[src/rtl/piso_pkg.sv]
package piso_pkg;

    // Action taken by the stages on a rising clock edge
    typedef enum logic [1:0] {
        OP_HOLD  = 2'd0,
        OP_SHIFT = 2'd1,
        OP_LOAD  = 2'd2
    } piso_op_e;

endpackage

[src/rtl/piso_ctrl.sv]
module piso_ctrl
    import piso_pkg::*;
(
    input  logic     hold_i,
    input  logic     shift_sel_i,
    output piso_op_e op_o
);

    // Hold has priority over both data paths
    always_comb begin
        if (hold_i)
            op_o = OP_HOLD;
        else if (shift_sel_i)
            op_o = OP_SHIFT;
        else
            op_o = OP_LOAD;
    end

endmodule

[src/rtl/piso_stages.sv]
module piso_stages
    import piso_pkg::*;
#(
    parameter int WIDTH = 8
) (
    input  logic             clk,
    input  logic             rst_n,
    input  piso_op_e         op_i,
    input  logic             ser_i,
    input  logic [WIDTH-1:0] par_i,
    output logic [WIDTH-1:0] q_o
);

    localparam int LAST = WIDTH - 1;

    typedef struct packed {
        logic [WIDTH-1:0] bits;
    } stage_t;

    stage_t st_d, st_q;

    always_comb begin
        st_d = st_q;
        unique case (op_i)
            OP_SHIFT: st_d.bits = {st_q.bits[LAST-1:0], ser_i};
            OP_LOAD:  st_d.bits = par_i;
            default:  st_d = st_q;
        endcase
    end

    always_ff @(posedge clk or negedge rst_n) begin
        if (!rst_n)
            st_q <= '0;
        else
            st_q <= st_d;
    end

    assign q_o = st_q.bits;

endmodule

[src/rtl/piso_shift_reg.sv]
module piso_shift_reg
    import piso_pkg::*;
#(
    parameter int WIDTH = 8
) (
    input  logic             clk,
    input  logic             rst_n,
    input  logic             hold_i,
    input  logic             shift_sel_i,
    input  logic             ser_i,
    input  logic [WIDTH-1:0] par_i,
    output logic             ser_o,
    output logic [WIDTH-1:0] stages_o
);

    localparam int LAST = WIDTH - 1;

    piso_op_e op;

    piso_ctrl u_ctrl (
        .hold_i      (hold_i),
        .shift_sel_i (shift_sel_i),
        .op_o        (op)
    );

    piso_stages #(.WIDTH(WIDTH)) u_stages (
        .clk   (clk),
        .rst_n (rst_n),
        .op_i  (op),
        .ser_i (ser_i),
        .par_i (par_i),
        .q_o   (stages_o)
    );

    // the serial output is the last stage
    assign ser_o = stages_o[LAST];

    // contents seen by the first edge after clear release are zero
    assert_release_zero_R6: assert property (@(posedge clk)
        $rose(rst_n) |-> (stages_o == '0));

    assert_hold_R5: assert property (@(posedge clk) disable iff (!rst_n)
        hold_i |=> $stable(stages_o));

    assert_shift_R3: assert property (@(posedge clk) disable iff (!rst_n)
        (!hold_i && shift_sel_i) |=>
            (stages_o == {$past(stages_o[LAST-1:0]), $past(ser_i)}));

    assert_load_R4: assert property (@(posedge clk) disable iff (!rst_n)
        (!hold_i && !shift_sel_i) |=> (stages_o == $past(par_i)));

endmodule

[config.mk]
export PLATFORM = sky130hd
export DESIGN_NAME = piso_shift_reg
export DESIGN_NICKNAME = d
export VERILOG_FILES = /design/src/rtl/piso_pkg.sv /design/src/rtl/piso_ctrl.sv /design/src/rtl/piso_stages.sv /design/src/rtl/piso_shift_reg.sv
export SDC_FILE = /design/constraint.sdc
export NUM_CORES = 1
export LEC_CHECK = 0
export BUFFER_PORTS_ARGS = -buffer_cell sky130_fd_sc_hd__buf_2
export CORE_AREA = 2 2 39 41
export CTS_BUF_LIST = sky130_fd_sc_hd__clkbuf_8
export DETAILED_ROUTE_END_ITERATION = 16
export DIE_AREA = 0 0 41 43
export GPL_TIMING_DRIVEN = 1
export SETUP_SLACK_MARGIN = 0.4
export SLEW_MARGIN = 20
export SYNTH_ARGS = -nofsm -noshare
export SYNTH_HDL_FRONTEND = slang
export SYNTH_HIERARCHICAL = 1
export SYNTH_SLANG_ARGS = --single-unit
[constraint.sdc]
create_clock -name clk -period 1.5 [get_ports clk]
set_clock_uncertainty 0.15 [all_clocks]
set_input_delay 0.3 -clock clk [delete_from_list [all_inputs] [get_ports clk]]
set_output_delay 0.3 -clock clk [all_outputs]
set_load 0.03 [all_outputs]
==> metrics.txt <==
CTS tree yes; net count after synthesis 53; max reg flops 8; Post-synth EDFFs 0; Seq cells post-synth 8; worst path required time 1050 ps; Static Leak 0.332 nW; Max H-tree Level 1; num rows 14; post-layout util 50.0%; Startpoint Class flip-flop; Pwr per Cell Area 1550 nW/um^2; Vias/cell 4.49; worst reg2reg endpoint u_stages/q_o[5]$_DFFE_PN0P_; Gate Count Post-Synth 39; Placer Congestion 0.676; syn_area_per_cell 10.6 um^2; antenna violations before repair 0; vias in the first global route 380; Top-Level Pins 22; Hold Fails Final Rpt 0; clk root buf clkbuf_8; Synth cell types 10; DIE HEIGHT 43 um; CP Cell Sequence buf_6; Non-Filler Instances 83; sequential element share of the synthesized area 48.3%; CP Buf/Inv Count 1; Max-Cap Viols 0; Port Buffer Count 21; Cells after DPL 73; Synth Warn # 6; top area cells in the synthesized netlist dfrtp_1, mux2i_1, o21ai_1, nand2_1, buf_6; Data arrival, critical path 780 ps; FF-to-FF path depth 4; top cells by count, synth dfrtp_1, mux2i_1, nand2_1, o21ai_1, buf_6; hold-critical path endpoint u_stages/q_o[0]$_DFFE_PN0P_; Yosys top cell by area dfrtp_1; worst skew pair latency 220 ps; hold crit path type primary input to flip-flop; WL per Instance 10.6 um; hold_ws 199 ps; top cell type's share of synthesized area 48.3%; Final WS setup 272 ps; Netlist Area Pre-Place 414 um^2; Die W 41 um; first-pass GRT wire length 1450 um; reg-to-reg startpoint u_stages/q_o[4]$_DFFE_PN0P_; maximum fanout along the worst path 3; Die ar. 1760 um^2; DRC errors left 0; final setup fails 0; RSZ-0062 raised after global routing true; Slew headroom 90.0%; share of layout cells above drive strength 1 50.7%; Routed WL 876 um; drt pass-1 iters 1; clock slew seen by the registers of the worst setup and hold paths 40 ps; DP Area 529 um^2; Power, Total 1.07 mW; setup slack, reg-to-reg 370 ps; # diodes 0; DR vias 373; All-Layer GR Usage 12.6%; fin area 692 um^2; CTS buffer count 3; Setup TNS Final 0 ps; max-slew violation count 0; Core Box Area 1380 um^2; WS Path Type flip-flop to primary output; share of async-settable or async-resettable flops after synthesis 100%; critical path's largest stage delay 400 ps; Sink Count 8; CP endpoint kind primary output; status complete, no violations; fin crit share 81.9%; Layout Area Growth over Synthesis 67.1%; Least-Margin Pin Slew 146 ps; Final Critical Period 1230 ps; Initial Util 29.9%; hold path cells 3; post-route antenna net violation count 0; Place WS 108 ps; Layout Nets 83; Fmax achieved 814 MHz; Clock Path Buffers 2; Max VDD drop 499 uV; Critical Path Slowest Stage Cell dfrtp_1; Crit path max-delay family flip-flops; hold path startpoint ser_i; main flop type after synthesis dfrtp_1; largest net degree at the start of global routing 17; drt initial violations 0; gr ovfl total 0
## how the worst max path moves through the flow
stage,from,endpoint,slack (ps),cells after the start
floorplan,shift_sel_i,u_stages/q_o[7]$_DFFE_PN0P_,290,6
global placement,shift_sel_i,u_stages/q_o[5]$_DFFE_PN0P_,110,6
detailed placement,shift_sel_i,u_stages/q_o[3]$_DFFE_PN0P_,110,6
CTS,u_stages/q_o[7]$_DFFE_PN0P_,ser_o,260,1
global route,u_stages/q_o[5]$_DFFE_PN0P_,stages_o[5],250,1
finish,u_stages/q_o[7]$_DFFE_PN0P_,ser_o,270,1
## area by class of cell
type,count,area (um^2)
fillers,145,692
repair buffers,28,226
flip-flops and latches,8,200
multi-input cells,27,200
clock buffers,3,41.3
well taps,16,20.0
inverters,1,3.75
## per-layer routing
layer | up-vias | wire (um) | GRT usage (%)
li1 | 186 | - | -
met1 | 178 | 353 | 14.5
met2 | 9 | 476 | 18.8
met3 | 0 | 46 | 3.14
met4 | 0 | 0 | 10.0
met5 | - | 0 | 0
## cell usage in the layout, fill, tap and decap left out
master,count
dfrtp_1,8
buf_4,6
mux2i_1,8
nor2_4,1
buf_8,1
buf_2,11
dlygate4sd3_1,1
nor2b_4,1
nand2_1,8
o21ai_1,8
clkbuf_8,3
inv_2,1
ha_4,1
buf_6,9
## cells by family after synthesis
kind of cell    synth area share, %
flops                          48.3
compound gates                 9.67
simple gates                   11.5
fa+ha+maj                      3.02
buf+inv                        8.16
mux                            19.3
## report_power, final
| group | internal (mW) | leakage (nW) | switching [mW] | total (mW) |
|---|---|---|---|---|
| clock | 0.173 | 0.0216 | 0.0751 | 0.248 |
| sequential | 0.276 | 0.102 | 0.0502 | 0.326 |
| combinational | 0.250 | 0.209 | 0.248 | 0.498 |
| total | 0.699 | 0.332 | 0.374 | 1.07 |
## timing repair
item,4_1_cts,5_1_grt
setup buffers,5,1
pin swaps,2,1
setup endpoints to repair,17,17
gates resized for setup,19,1
hold endpoints to repair,8,0
hold buffers,1,0
cloned,0,0
Power figures use the tool's default switching activity.
